$ cat config.mk
export PLATFORM = sky130hd
export DESIGN_NAME = sbb_bridge
export DESIGN_NICKNAME = d
export VERILOG_FILES = /design/src/rtl/sbb_pkg.sv /design/src/rtl/sbb_sync.sv /design/src/rtl/sbb_wr_path.sv /design/src/rtl/sbb_rd_path.sv /design/src/rtl/sbb_bridge.sv
export SDC_FILE = /design/constraint.sdc
export NUM_CORES = 1
export LEC_CHECK = 0
export BUFFER_PORTS_ARGS = -buffer_cell sky130_fd_sc_hd__buf_4
export CORE_ASPECT_RATIO = 2
export CORE_MARGIN = 2
export CORE_UTILIZATION = 45
export CTS_CLUSTER_DIAMETER = 50
export DETAILED_ROUTE_END_ITERATION = 16
export GPL_TIMING_DRIVEN = 0
export PLACE_DENSITY_LB_ADDON = 0.2
export SYNTH_ARGS = -nofsm -noshare
export SYNTH_HDL_FRONTEND = slang
export SYNTH_SLANG_ARGS = --single-unit
$ cat constraint.sdc
create_clock -name clk -period 1.2 [get_ports clk]
set_input_delay 0.24 -clock clk [delete_from_list [all_inputs] [get_ports clk]]
set_output_delay 0.24 -clock clk [all_outputs]
set_load 0.005 [all_outputs]
$ cat src/rtl/sbb_pkg.sv
package sbb_pkg;

   // Edge-detected strobes, bit positions inside the edge bank
   localparam int unsigned EV_SCLK  = 0;
   localparam int unsigned EV_LATCH = 1;
   localparam int unsigned EV_CAPT  = 2;
   localparam int unsigned N_EV     = 3;

   // Level-synchronised pins, bit positions inside the level bank
   localparam int unsigned LV_SDAT  = 0;
   localparam int unsigned LV_AEN   = 1;
   localparam int unsigned LV_DEN   = 2;
   localparam int unsigned N_LV     = 3;

   // Idle values held by the synchronisers during reset
   localparam logic [N_EV-1:0] EV_IDLE = 3'b111;
   localparam logic [N_LV-1:0] LV_IDLE = 3'b110;

   typedef struct packed {
      logic capt;
      logic latch;
      logic sclk;
   } sbb_evt_t;

endpackage

$ cat src/rtl/sbb_sync.sv
module sbb_sync #(
   parameter int unsigned     WIDTH  = 3,
   parameter int unsigned     STAGES = 2,
   parameter bit              EDGE   = 1'b0,
   parameter logic [WIDTH-1:0] IDLE  = '0
) (
   input  logic             clk,
   input  logic             rst_n,
   input  logic [WIDTH-1:0] pin_i,
   output logic [WIDTH-1:0] ev_o
);

   if (STAGES < 2) begin : g_bad_stages
      $error("sbb_sync: STAGES must be at least 2");
   end
   if (WIDTH < 1) begin : g_bad_width
      $error("sbb_sync: WIDTH must be at least 1");
   end

   logic [WIDTH-1:0] stage_q [STAGES];

   always_ff @(posedge clk or negedge rst_n) begin
      if (!rst_n) stage_q[0] <= IDLE;
      else        stage_q[0] <= pin_i;
   end

   for (genvar s = 1; s < STAGES; s++) begin : g_stage
      always_ff @(posedge clk or negedge rst_n) begin
         if (!rst_n) stage_q[s] <= IDLE;
         else        stage_q[s] <= stage_q[s-1];
      end
   end

   if (EDGE) begin : g_edge
      logic [WIDTH-1:0] prev_q;
      always_ff @(posedge clk or negedge rst_n) begin
         if (!rst_n) prev_q <= IDLE;
         else        prev_q <= stage_q[STAGES-1];
      end
      assign ev_o = stage_q[STAGES-1] & ~prev_q;
   end else begin : g_level
      assign ev_o = stage_q[STAGES-1];
   end

endmodule

$ cat src/rtl/sbb_wr_path.sv
module sbb_wr_path #(
   parameter int unsigned ADDR_W = 16,
   parameter int unsigned DATA_W = 8
) (
   input  logic              clk,
   input  logic              rst_n,
   input  logic              shift_en,
   input  logic              bit_in,
   input  logic              latch_en,
   output logic [ADDR_W-1:0] addr_o,
   output logic [DATA_W-1:0] data_o
);

   localparam int unsigned CHAIN_W = DATA_W + ADDR_W;
   localparam int unsigned HALF_W  = ADDR_W / 2;

   if ((ADDR_W % 2) != 0) begin : g_bad_addr
      $error("sbb_wr_path: ADDR_W must be even");
   end

   logic [CHAIN_W-1:0] chain_q;
   logic [ADDR_W-1:0]  addr_q;
   logic [DATA_W-1:0]  data_q;

   // First-sent field ends up at the top of the chain
   always_ff @(posedge clk or negedge rst_n) begin
      if (!rst_n)        chain_q <= '0;
      else if (shift_en) chain_q <= {chain_q[CHAIN_W-2:0], bit_in};
   end

   always_ff @(posedge clk or negedge rst_n) begin
      if (!rst_n) begin
         addr_q <= '0;
         data_q <= '0;
      end else if (latch_en) begin
         data_q <= chain_q[CHAIN_W-1 -: DATA_W];
         addr_q <= {chain_q[HALF_W-1:0], chain_q[ADDR_W-1 -: HALF_W]};
      end
   end

   assign addr_o = addr_q;
   assign data_o = data_q;

endmodule

$ cat src/rtl/sbb_rd_path.sv
module sbb_rd_path #(
   parameter int unsigned DATA_W = 8
) (
   input  logic              clk,
   input  logic              rst_n,
   input  logic              load_en,
   input  logic [DATA_W-1:0] load_val,
   input  logic              step_en,
   output logic              ser_o
);

   if (DATA_W < 2) begin : g_bad_data
      $error("sbb_rd_path: DATA_W must be at least 2");
   end

   logic [DATA_W-1:0] sh_q;

   // A capture wins over a shift in the same cycle
   always_ff @(posedge clk or negedge rst_n) begin
      if (!rst_n)       sh_q <= '0;
      else if (load_en) sh_q <= load_val;
      else if (step_en) sh_q <= {sh_q[DATA_W-2:0], 1'b0};
   end

   assign ser_o = sh_q[DATA_W-1];

endmodule

$ cat src/rtl/sbb_bridge.sv
module sbb_bridge #(
   parameter int unsigned ADDR_W = 16,
   parameter int unsigned DATA_W = 8,
   parameter int unsigned STAGES = 2
) (
   input  logic              clk,
   input  logic              rst_n,
   input  logic              ser_clk_i,
   input  logic              ser_dat_i,
   input  logic              latch_n_i,
   input  logic              capture_n_i,
   input  logic              addr_en_n_i,
   input  logic              data_en_n_i,
   input  logic [DATA_W-1:0] data_i,
   output logic [ADDR_W-1:0] addr_o,
   output logic              addr_oe_o,
   output logic [DATA_W-1:0] data_o,
   output logic              data_oe_o,
   output logic              ser_dat_o
);

   import sbb_pkg::*;

   logic [N_EV-1:0] ev_pins;
   logic [N_EV-1:0] ev_rise;
   logic [N_LV-1:0] lv_pins;
   logic [N_LV-1:0] lv_sync;
   sbb_evt_t        evt;

   assign ev_pins[EV_SCLK]  = ser_clk_i;
   assign ev_pins[EV_LATCH] = latch_n_i;
   assign ev_pins[EV_CAPT]  = capture_n_i;

   assign lv_pins[LV_SDAT]  = ser_dat_i;
   assign lv_pins[LV_AEN]   = addr_en_n_i;
   assign lv_pins[LV_DEN]   = data_en_n_i;

   sbb_sync #(
      .WIDTH (N_EV),
      .STAGES(STAGES),
      .EDGE  (1'b1),
      .IDLE  (EV_IDLE)
   ) u_ev_sync (
      .clk  (clk),
      .rst_n(rst_n),
      .pin_i(ev_pins),
      .ev_o (ev_rise)
   );

   sbb_sync #(
      .WIDTH (N_LV),
      .STAGES(STAGES),
      .EDGE  (1'b0),
      .IDLE  (LV_IDLE)
   ) u_lv_sync (
      .clk  (clk),
      .rst_n(rst_n),
      .pin_i(lv_pins),
      .ev_o (lv_sync)
   );

   assign evt.sclk  = ev_rise[EV_SCLK];
   assign evt.latch = ev_rise[EV_LATCH];
   assign evt.capt  = ev_rise[EV_CAPT];

   sbb_wr_path #(
      .ADDR_W(ADDR_W),
      .DATA_W(DATA_W)
   ) u_wr (
      .clk     (clk),
      .rst_n   (rst_n),
      .shift_en(evt.sclk),
      .bit_in  (lv_sync[LV_SDAT]),
      .latch_en(evt.latch),
      .addr_o  (addr_o),
      .data_o  (data_o)
   );

   sbb_rd_path #(
      .DATA_W(DATA_W)
   ) u_rd (
      .clk     (clk),
      .rst_n   (rst_n),
      .load_en (evt.capt),
      .load_val(data_i),
      .step_en (evt.sclk),
      .ser_o   (ser_dat_o)
   );

   assign addr_oe_o = ~lv_sync[LV_AEN];
   assign data_oe_o = ~lv_sync[LV_DEN];

endmodule

Yosys cells after proc, flatten, opt, wreduce, memory -nomap -nowiden
Index checks and enable logic that the tools add are counted.
Cells by class
  $mul: 0
  mux-type cells: 2
  magnitude comparators: 0
  shift operators: 0
  bitwise operators: 4
  eq/ne operators: 0
  add/subtract/negate cells: 0
  reductions and logical operators: 1
  div/mod/pow operators: 0
Operator list (count)
  two-way mux 8 bit: 2
  AND 3 bit: 1
  NOT 3 bit: 1
  NOT 1 bit: 2
  nonzero test 2 bit: 1
Word-level totals
  word-level logic and storage cells: 16
  RAM bits: 0
  output and inout port bits: 27
  input port bits: 16
  flip-flop bits (word level): 71
  bits in read-only memories: 0
  bits in latches: 0
  memories: 0

Longest topological paths before layout
Gate-level depths: netlist of run 1.
  depth in word-level cells: 4
  gate-level depth with buffers: 5
  depth with buffers taken out: 3

Cells and area by module
A second synthesis of run 1 with hierarchy kept.
Second synthesis, totals
  cells, all modules: 159
  area total of the unflattened synthesis: 2826.5 um^2
By module, submodules not included
  sbb_wr_path: seq. area each 1201.2 um^2, cells an instance 102, times used 1, area each 1994.4 um^2
  sbb_rd_path: seq. area each 200.2 um^2, cells an instance 34, times used 1, area each 369.1 um^2
  sbb_sync (u_ev_sync): seq. area each 236.5 um^2, cells an instance 12, times used 1, area each 277.8 um^2
  sbb_sync (u_lv_sync): seq. area each 155.1 um^2, cells an instance 9, times used 1, area each 177.7 um^2
  sbb_bridge: seq. area each 0.0 um^2, cells an instance 2, times used 1, area each 7.5 um^2

Worst setup path before layout of run 1
OpenSTA, ideal clock, no wires.
  path kind: reg2reg
  start point: register u_ev_sync.stage_q[0] (netlist name)
  end point: register u_wr.chain_q[10]
  setup slack: -132 ps
  clock period less this slack: 1332 ps
  buffers on the path: 2
  data required time: 1075 ps
  setup time: 125 ps
  cell stages (with the launch flop): 5
  data arrival time: 1207 ps
  path through: dfstp_2 nor2b_4 buf_6 buf_6 mux2_4
Between the ends
  longest elaborated chain between the ends: 1
Ends and longest elaborated chain
  from (decl): line sbb_sync.sv:20  | logic [WIDTH-1:0] stage_q [STAGES];
  from (signal, indexed assignment): line sbb_sync.sv:30  | else stage_q[s] <= stage_q[s-1];
  AND 3 bit: line sbb_sync.sv:40  | assign ev_o = stage_q[STAGES-1] & ~prev_q;
  to (signal assigned): line sbb_wr_path.sv:28  | else if (shift_en) chain_q <= {chain_q[CHAIN_W-2:0], bit_in};
  to (decl): line sbb_wr_path.sv:21  | logic [CHAIN_W-1:0] chain_q;
No other way between the ends.
A chain may end at the register's enable or synchronous reset.

Final worst setup path of run 1
  start point: register u_ev_sync.stage_q[0] (netlist name)
  end point: register u_wr.chain_q[16]
The elaborated chain is that of the path after synthesis.

==> metrics.md, run 1 <==
| Metric | Value |
|---|---|
| Number of buffers inserted by port buffering | 42 |
| Reg clk slew, reported paths | 60 ps |
| Critical Path RT | 1400 ps |
| Part of the power in the clock network | 33.2% |
| Max frequency | 720 MHz |
| Initial DRT Pass Iterations | 4 |
| Initial Util | 46.3% |
| Post-Synth Simple-Gate Area | 2.43% |
| First-iteration detailed-routing DRC count | 43 |
| Outcome | finished, violations left |
| Internal power | 5540 uW |
| Final standard cell area without fillers | 0.00365 sq mm |
| GRT overflow | 0 |
| Time the worst path needs with I/O delays and setup | 1390 ps |
| Crit path max-delay cell type | dfstp_2 |
| Standard cell area after detailed placement | 0.00319 sq mm |
| Most frequent cells in the layout | 58 x dfrtp_1, 46 x mux2_4, 43 x buf_4 |
| Count of hold buffers inserted by post-cts repair | 0 |
| Post-synth design cell area | 0.00278 sq mm |
| RSZ-0062 raised after global routing | yes |
| Total power per unit cell area | 1980 mW/mm^2 |
| Setup Total Neg Slack | -9260 ps |
| Switching Power | 1720 uW |
| Deepest level of the CTS H-tree | 3 |
| Switching share of power | 23.7% |
| Fin Clk Skew | 7.27 ps |
| Adder and majority cell fraction of the synthesized area | 0% |
| Mean instance size in the synthesized netlist | 17.7 sq um |
| Worst setup EP type | flop |
| Total wire length | 4820 um |
| Top cells by area in the synthesized netlist | dfrtp_1 52%, mux2_4 23%, dfstp_2 12% |
| Die height | 115 um |
| First-pass GRT wire length | 7820 um |
| Maximum fanout count along the critical path | 10 |
| Worst IR Drop VDD | 0.00129 V |
| Number of maximum-capacitance constraint violations | 0 |
| Total of warnings raised by yosys | 0 |
| Period utilisation layout | 116% |
| Sequential cell area fraction in the yosys report | 64.5% |
| CTS sink count | 71 |
| Site Rows | 40 |
| DRC violation count after routing | 0 |
| CTS buffer count | 9 |
| Library cell occupying the most area in the post-synthesis netlist | dfrtp_1 |
| Slew at the pin closest to its max-slew limit | 854 ps |
| Register share of total power | 46.2% |
| DR WL/cell | 17.0 um |
| DIE WIDTH | 59.6 um |
| Via count normalized by instance count | 5.06 |
| Combinational group share of total power | 20.5% |
| Gp weighted congestion | 0.688 |
| Half-perimeter wire length after detailed placement | 3010 um |
| Count of distinct cell types in the synthesized netlist | 16 |
| Synthesized net count | 173 |
| Most common cell after layout, fill and taps aside | dfrtp_1 |
| Flop and latch count out of synthesis | 71 |
| Total die area | 0.00686 sq mm |
| Hold Slack | 23.5 ps |
| Violated checks | setup timing |
| Remaining number of nets flagged by the antenna check after routing | 0 |
| Share of the synthesized area in compound gates (AO/OA/AOI/OAI) | 1.44% |
| Overall via count from detail_route | 1436 |
| Path type of the worst setup path | flop to flop |
| Area growth from synthesis to layout | 31.5% |
| Path category of the worst min-delay check | primary input to flop |
| # IOs | 43 |
| Post-route setup slack | -189 ps |
| Setup Viol. Count Final | 58 |
| CP arrival | 1590 ps |
| Longest Clk Path Bufs | 2 |
| Antenna violations before repair | 0 |
| Max_slew headroom | 43.1% |
| Maximum number of pins on one net before global-route repair | 72 |
| Static power due to leakage | 0.00178 uW |
| Share of cells above drive strength 1 | 62.9% |
| Worst path max stage delay | 530 ps |
| Syn Inst Count | 157 |
| Share of cell area taken by muxes after synthesis | 27.6% |
| Hold violation total from the final report | 0 |
| Number of global-route vias before repair | 1607 |
| Total count of max-transition violations in the final report | 0 |
| Critical-path cell list | nor2b_4 > buf_8 > buf_12 > mux2_4 |
| Core Area | 0.00601 sq mm |
| Final design utilization | 60.8% |
| Diode count | 0 |
| Overall fraction of global-route tracks in use | 15.7% |
| Nets@finish | 232 |
| CTS Root Cell | clkbuf_16 |
| TritonCTS clock tree | built |
| Clock latency reported for the late side of the worst-skew pair | 320 ps |
| Main combinational cell family by area after synthesis | multiplexers |
| Xor and xnor area share after synthesis | 0% |
| Kind of start point of the critical path | flop |
| Yosys top cell area share | 52.2% |
through the flow:
stage	worst slack (ps)	power, uW	instances
floorplan	-124	4140	157
global placement	-173	4720	262
detailed placement	-200	4790	262
CTS	-186	7290	281
global route	-231	7640	284
finish	-189	7250	284
logic make-up after synthesis:
| logic type | Yosys count |
|---|---|
| compound gates | 8 |
| buf+inv | 12 |
| flops | 71 |
| mux | 55 |
| simple gates | 11 |
power groups by stage:
stage / Sequential [uW] / Combinational, uW / Clock (uW)
final: 3350 / 1490 / 2410
after global routing: 3440 / 1620 / 2580
after CTS: 3350 / 1470 / 2480
after detailed placement: 3370 / 1420 / 0
after global placement: 3340 / 1380 / 0
after floorplan: 3280 / 853 / 0
critical path, delay by kind of cell (launching register included):
family / cells / cell delay (ps)
DFF: 1 / 530
and+or+nand+nor: 1 / 140
muxes: 1 / 300
buffers and inverters: 2 / 300
worst paths after layout:
| check | to | start | depth (start not counted) | slack (ps) |
|---|---|---|---|---|
| setup / recovery | u_wr.chain_q[16]$_DFFE_PN0P_ | u_ev_sync.stage_q[0]$_DFF_PN1_ | 4 | -190 |
| hold / removal | u_lv_sync.stage_q[4]$_DFF_PN1_ | addr_en_n_i | 1 | 20 |
| setup reg to reg | u_wr.chain_q[16]$_DFFE_PN0P_ | u_ev_sync.stage_q[0]$_DFF_PN1_ | 4 | -190 |
| hold reg to reg | u_ev_sync.stage_q[1]$_DFF_PN1_ | u_ev_sync.stage_q[4]$_DFF_PN1_ | 0 | 350 |
| max in group asynchronous | u_wr.chain_q[12]$_DFFE_PN0P_ | rst_n | 1 | 610 |
| min in group asynchronous | u_wr.addr_o[14]$_DFFE_PN0P_ | rst_n | 1 | 30 |
layout make-up:
class	count	area (sq um)
multi-input combinational	74	911
clock buffer	13	260
sequential	71	1790
inverter	3	11.3
clock inverter	3	17.5
tap	63	78.8
buffer	8	138
timing repair buffer	49	444
fill	469	2350
flip-flops by register name, summed over array words and instances (netlist names):
signal,flops
u_wr.chain_q,24
u_wr.addr_o,16
u_rd.sh_q,8
u_wr.data_o,8
u_ev_sync.stage_q,6
u_ev_sync.g_edge.prev_q,3
u_lv_sync.ev_o,3
u_lv_sync.stage_q,3
cell usage after synthesis (all sizes together):
master and n:
nand3b 1, mux2i 7, clkbuf 1, nor2b 2, buf 8, a21oi 7, o21ai 1, mux2 48
dfstp 13, inv 3, nand2b 1, nor2 7, dfrtp 58
repair_timing:
action,CTS,global route
gates resized for setup,14,6
setup endpoints to repair,58,58
cloned,0,3
pin swaps,0,0
setup buffers,4,0
per-layer routing:
metal / global-route usage, % / share of wire, % / vias up
li1: - / - / 651
met1: 18.1 / 40 / 750
met2: 25.9 / 56 / 30
met3: 4.61 / 3.3 / 5
met4: 7.56 / 1.6 / 0
met5: 0 / 0 / -
Note: power is estimated with default switching activity, not from simulation.
==> run 2, diff against run 1 <==
Settings changed: CORE_UTILIZATION 45 to 25, CTS_BUF_LIST set to sky130_fd_sc_hd__clkbuf_4 sky130_fd_sc_hd__clkbuf_8 sky130_fd_sc_hd__clkbuf_16, RECOVER_POWER set to 25.
==> run 2 against run 1 <==
  * Via count decreased by 2.0%
  * Highest routed layer unchanged
  * Non-clock buffer count unchanged
  * The flow still finishes with violations (setup timing)
  * Largest cell class unchanged
  * Critical path depth unchanged
  * Power decreased by 1.1%
  * Core utilization decreased by 27 points
  * Sequential share of layout area about the same
  * Sequential cell count unchanged
  * Clock skew about the same
==> metrics.md, run 2 (synthesis gave the netlist of run 1 again) <==
| Metric | Value |
|---|---|
| Outcome | finished, violations left |
| Violated checks | setup timing |
| Hold violation total from the final report | 0 |
| CTS buffer count | 9 |
| Most frequent cells in the layout | 58 x dfrtp_1, 43 x mux2_4, 39 x buf_4 |
| Initial Util | 25.5% |
| Period utilisation layout | 114% |
| Antenna violations before repair | 0 |
| Initial DRT Pass Iterations | 3 |
| Setup Total Neg Slack | -8660 ps |
| Time the worst path needs with I/O delays and setup | 1370 ps |
| Via count normalized by instance count | 3.90 |
| Total wire length | 4830 um |
| Nets@finish | 232 |
| Core Area | 0.0109 sq mm |
| Die height | 153 um |
| Post-route setup slack | -174 ps |
| Reg clk slew, reported paths | 60 ps |
| Hold Crit Depth | 1 |
| Worst hold path startpoint | latch_n_i |
| Maximum fanout count along the critical path | 10 |
| DR WL/cell | 13.4 um |
| Total count of max-transition violations in the final report | 0 |
| Worst IR Drop VDD | 0.000973 V |
| Fill cell count | 1072 |
| Slew at the pin closest to its max-slew limit | 977 ps |
| Kind of start point of the critical path | flop |
| Longest Clk Path Bufs | 2 |
| Deepest level of the CTS H-tree | 3 |
| Most common cell after layout, fill and taps aside | dfrtp_1 |
| RSZ-0062 raised after global routing | yes |
| Crit path max-delay cell type | dfstp_2 |
| GRT overflow | 0 |
| DIE WIDTH | 78.6 um |
| Path type of the worst setup path | flop to flop |
| TritonCTS clock tree | built |
| First-iteration detailed-routing DRC count | 31 |
| Reg2Reg Depth | 4 |
| Overall fraction of global-route tracks in use | 8.91% |
| Final design utilization | 33.6% |
| CTS sink count | 71 |
| Area growth from synthesis to layout | 31.4% |
| Remaining number of nets flagged by the antenna check after routing | 0 |
| End of the worst register-to-register path | u_wr.addr_o[9]$_DFFE_PN0P_ |
| Critical register-to-register path startpoint | u_ev_sync.stage_q[1]$_DFF_PN1_ |
| DRC violation count after routing | 0 |
| Hold Path Sink | u_ev_sync.stage_q[4]$_DFF_PN1_ |
| # IOs | 43 |
| Number of maximum-capacitance constraint violations | 0 |
| Critical Path RT | 1410 ps |
| Worst path max stage delay | 530 ps |
| Path category of the worst min-delay check | primary input to flop |
| Number of buffers inserted by port buffering | 42 |
| Half-perimeter wire length after detailed placement | 3190 um |
| Share of cells above drive strength 1 | 61.1% |
| Max frequency | 728 MHz |
| Largest register by flop count | u_wr.chain_q |
| Setup slack on the worst flop-to-flop path | -170 ps |
| Clock latency reported for the late side of the worst-skew pair | 330 ps |
| Worst setup EP type | flop |
| CTS Root Cell | clkbuf_16 |
| Number of global-route vias before repair | 1545 |
| CP arrival | 1580 ps |
| Diode count | 0 |
| Site Rows | 54 |
| Gp weighted congestion | 0.655 |
| Setup Viol. Count Final | 58 |
| First-pass GRT wire length | 8110 um |
| Max_slew headroom | 34.9% |
| Fin Clk Skew | 7.40 ps |
| Overall via count from detail_route | 1407 |
| Total power per unit cell area | 1960 mW/mm^2 |
| Static power due to leakage | 0.00173 uW |
| Critical-path cell list | nor2b_4 > buf_6 > buf_12 > mux2_4 |
| Flip-flop count of the largest register, all copies and words added | 24 |
| Total die area | 0.0120 sq mm |
| Maximum number of pins on one net before global-route repair | 72 |
[run 2: cell count changes in the layout (fill, tap and decap cells not counted), sizes merged]
cell | before | now
clkinvlp | 1 | 3
clkinv | 2 | 4
dlygate4sd3 | 0 | 3
clkbuf | 16 | 15
buf | 54 | 48
[run 2: worst max-delay path: cells and delay by family (launching register included)]
| kind | cells | cell delay (ps) |
|---|---|---|
| multiplexers | 1 | 300 |
| flip-flops | 1 | 530 |
| AND/OR/NAND/NOR | 1 | 130 |
| buffers and inverters | 2 | 280 |
[run 2: what timing repair did]
action	in CTS	in global routing
endpoints found under the setup margin	58	58
buffers inserted	3	1
resized for setup	10	1
hold buffers	3	0
hold endpoints to repair	3	0
[run 2: routing by layer]
layer	global-route usage, %	share of wire, %	routed length, um
met3	3.19	5.0	243
met5	0	0	0
met4	5.76	2.2	104
met2	13.2	51	2480
met1	10.8	41	2000
[run 2: area by class of cell]
class | instances | area (sq um) | area share [%]
clock buffer | 9 | 225 | 6.17
inverter | 3 | 11.3 | 0.308
buffer | 8 | 130 | 3.56
tap | 140 | 175 | 4.80
timing repair buffer | 49 | 383 | 10.5
sequential | 71 | 1790 | 49.1
multi-input combinational | 74 | 883 | 24.2
clock inverter | 7 | 50.0 | 1.37
[run 2: worst max path at each step]
| stage | from | endpoint | slack [ps] | cells past startpoint |
|---|---|---|---|---|
| 2_1_floorplan | u_ev_sync.stage_q[0]$_DFF_PN1_ | u_wr.chain_q[10]$_DFFE_PN0P_ | -120 | 4 |
| 3_3_place_gp | u_ev_sync.stage_q[1]$_DFF_PN1_ | u_wr.addr_o[1]$_DFFE_PN0P_ | -210 | 4 |
| 3_5_place_dp | u_ev_sync.stage_q[1]$_DFF_PN1_ | u_wr.data_o[3]$_DFFE_PN0P_ | -210 | 4 |
| 4_1_cts | u_ev_sync.stage_q[1]$_DFF_PN1_ | u_wr.data_o[3]$_DFFE_PN0P_ | -190 | 4 |
| 5_1_grt | u_ev_sync.stage_q[1]$_DFF_PN1_ | u_wr.addr_o[11]$_DFFE_PN0P_ | -230 | 4 |
| 6_report | u_ev_sync.stage_q[1]$_DFF_PN1_ | u_wr.addr_o[9]$_DFFE_PN0P_ | -170 | 4 |
[run 2: report_power, final]
part / switching (uW) / internal (uW) / total, uW
clock network: 1010 / 1400 / 2410
registers: 386 / 2950 / 3340
logic: 376 / 1050 / 1430
total: 1770 / 5400 / 7170
[run 2: through the flow]
stage	instance area [sq um]	cells	hold WS [ps]	total power, uW	setup WS, ps
after CTS	3640	360	0.723	7330	-190
final	3650	361	23.1	7170	-174
after detailed placement	3280	339	339	4800	-213
after global placement	3280	339	333	4780	-214
after floorplan	2790	157	-55.6	4140	-124
after global routing	3650	361	5.21	7580	-227
==> run 3, diff against run 2 <==
Clock period 1.2 ns to 1.35 ns, I/O delays scaled along.
==> run 3 against run 2 <==
  * The flow still finishes with violations (setup timing)
  * Design area rose by 1.7%
  * Largest cell class unchanged
  * Critical endpoint is now u_wr.data_o[6]$_DFFE_PN0P_
  * Combinational power down 10%
  * Core utilization increased by 0.59 points
  * Clock skew is 2.6 ps lower
==> metrics.md, run 3 (synthesis gave the netlist of run 1 again) <==
| Metric | Value |
|---|---|
| Violated checks | setup timing |
| Via count normalized by instance count | 3.91 |
| Max frequency | 719 MHz |
| Core Area | 0.0109 sq mm |
| Hold violation total from the final report | 0 |
| DR WL/cell | 13.7 um |
| Reg clk slew, reported paths | 50 ps |
| CTS buffer count | 9 |
| Slew at the pin closest to its max-slew limit | 977 ps |
| Post-route setup slack | -39.9 ps |
| Final standard cell area without fillers | 0.00371 sq mm |
| Worst IR Drop VDD | 0.000753 V |
| Critical Path RT | 1560 ps |
| CP arrival | 1600 ps |
| Setup slack on the worst flop-to-flop path | -40 ps |
| Total power per unit cell area | 1800 mW/mm^2 |
| Largest register by flop count | u_wr.chain_q |
| Period utilisation layout | 103% |
| Clock latency reported for the late side of the worst-skew pair | 320 ps |
| Hold Path Sink | u_lv_sync.stage_q[5]$_DFF_PN1_ |
| Diode count | 0 |
| Overall via count from detail_route | 1405 |
| Count of hold buffers inserted by post-cts repair | 0 |
| Path category of the worst min-delay check | primary input to flop |
| Fill cell count | 1039 |
| Total die area | 0.0120 sq mm |
| Static power due to leakage | 0.00177 uW |
| Deepest level of the CTS H-tree | 3 |
| Half-perimeter wire length after detailed placement | 3140 um |
| Worst hold path startpoint | data_en_n_i |
| Total wire length | 4910 um |
| Die height | 153 um |
| Number of global-route vias before repair | 1526 |
| Overall fraction of global-route tracks in use | 8.89% |
| Gp weighted congestion | 0.640 |
| DIE WIDTH | 78.6 um |
| Hold Crit Depth | 1 |
| Worst setup EP type | flop |
| RSZ-0062 raised after global routing | yes |
| Total area of sequential cells | 0.00179 sq mm |
| Critical register-to-register path startpoint | u_ev_sync.stage_q[1]$_DFF_PN1_ |
| Remaining number of nets flagged by the antenna check after routing | 0 |
| Area of the multi-input gates | 887 sq um |
| Kind of start point of the critical path | flop |
| Total count of max-transition violations in the final report | 0 |
| Maximum number of pins on one net before global-route repair | 72 |
| Fin Clk Skew | 4.80 ps |
| Maximum fanout count along the critical path | 6 |
| Post-Place Worst Slack | -69.9 ps |
| Outcome | finished, violations left |
| Setup Viol. Count Final | 42 |
| Area growth from synthesis to layout | 33.7% |
| Most common cell after layout, fill and taps aside | dfrtp_1 |
| End of the worst register-to-register path | u_wr.data_o[6]$_DFFE_PN0P_ |
| Initial Util | 25.5% |
| CTS sink count | 71 |
| Most frequent cells in the layout | 58 x dfrtp_1, 45 x mux2_4, 38 x buf_4 |
| First-pass GRT wire length | 8040 um |
| Initial DRT Pass Iterations | 4 |
| Reg2Reg Depth | 4 |
| Site Rows | 54 |
| Longest Clk Path Bufs | 2 |
| # IOs | 43 |
| CTS Root Cell | clkbuf_16 |
| DRC violation count after routing | 0 |
| Antenna violations before repair | 0 |
| Standard cell area after detailed placement | 0.00327 sq mm |
| GRT overflow | 0 |
| Time the worst path needs with I/O delays and setup | 1390 ps |
| Number of maximum-capacitance constraint violations | 0 |
| Nets@finish | 230 |
| Number of buffers inserted by port buffering | 42 |
| TritonCTS clock tree | built |
| First-iteration detailed-routing DRC count | 29 |
| Max_slew headroom | 34.9% |
| Path type of the worst setup path | flop to flop |
| Share of cells above drive strength 1 | 60.7% |
| Flip-flop count of the largest register, all copies and words added | 24 |
| Setup Total Neg Slack | -758 ps |
==> run 3: changes by cell type in the layout (fill, tap and decap cells not counted), sizes merged <==
cell,delta
dlygate4sd3,-3
clkbuf,+7
clkinv,-2
buf,-2
bufinv,+1
clkinvlp,-3
==> run 3: through the flow <==
stage,hold slack (ps),cells,total power [uW],utilization [%]
final,54.1,359,6680,34.2
after global routing,37.0,359,7040,34.2
after CTS,32.6,355,6780,33.3
after detailed placement,340,339,4270,30.1
after global placement,334,339,4240,30.1
after floorplan,-25.6,157,3670,-
==> run 3: worst max-delay path by stage <==
stage | from | to | slack [ps]
2_1_floorplan | u_ev_sync.stage_q[0]$_DFF_PN1_ | u_wr.chain_q[10]$_DFFE_PN0P_ | 20
3_3_place_gp | u_ev_sync.stage_q[1]$_DFF_PN1_ | u_wr.addr_o[8]$_DFFE_PN0P_ | -60
5_1_grt | u_ev_sync.stage_q[1]$_DFF_PN1_ | u_wr.addr_o[0]$_DFFE_PN0P_ | -70
6_report | u_ev_sync.stage_q[1]$_DFF_PN1_ | u_wr.data_o[6]$_DFFE_PN0P_ | -40
3_5_place_dp | u_ev_sync.stage_q[1]$_DFF_PN1_ | u_wr.data_o[5]$_DFFE_PN0P_ | -70
4_1_cts | u_ev_sync.stage_q[1]$_DFF_PN1_ | u_wr.data_o[4]$_DFFE_PN0P_ | -60
==> run 3: timing repair <==
item	CTS	global route
buffers inserted	0	3
gates cloned	0	2
gates resized for setup	8	4
endpoints found under the setup margin	40	50
==> run 3: critical path, stage by stage, from the launching register on <==
cell and delay (ps):
dfstp_2 520, nor2b_4 140, buf_8 150, clkbuf_16 160
mux2_4 290
==> run 3: metal layers <==
| layer | track usage, % | wire, um | up-vias | part of all wire (%) |
|---|---|---|---|---|
| li1 | - | - | 645 | - |
| met1 | 11.0 | 2040 | 716 | 42 |
| met2 | 12.9 | 2450 | 36 | 50 |
| met3 | 3.72 | 285 | 8 | 5.8 |
| met4 | 5.01 | 132 | 0 | 2.7 |
| met5 | 0 | 0 | - | 0 |
==> run 3: final cells by class <==
type                    instances  area share, %
repair buffers                 47           10.8
clock inverters                 3           1.08
well taps                     140           4.72
plain buffers                   8           3.60
clock buffers                  13           7.38
inverters                       3          0.303
multi-input cells              74           23.9
flip-flops and latches         71           48.3
==> run 3: report_power, final <==
part           switching [uW]  total [uW]  internal (uW)
clock network             839        2430           1590
registers                 340        2960           2620
logic                     345        1280            935
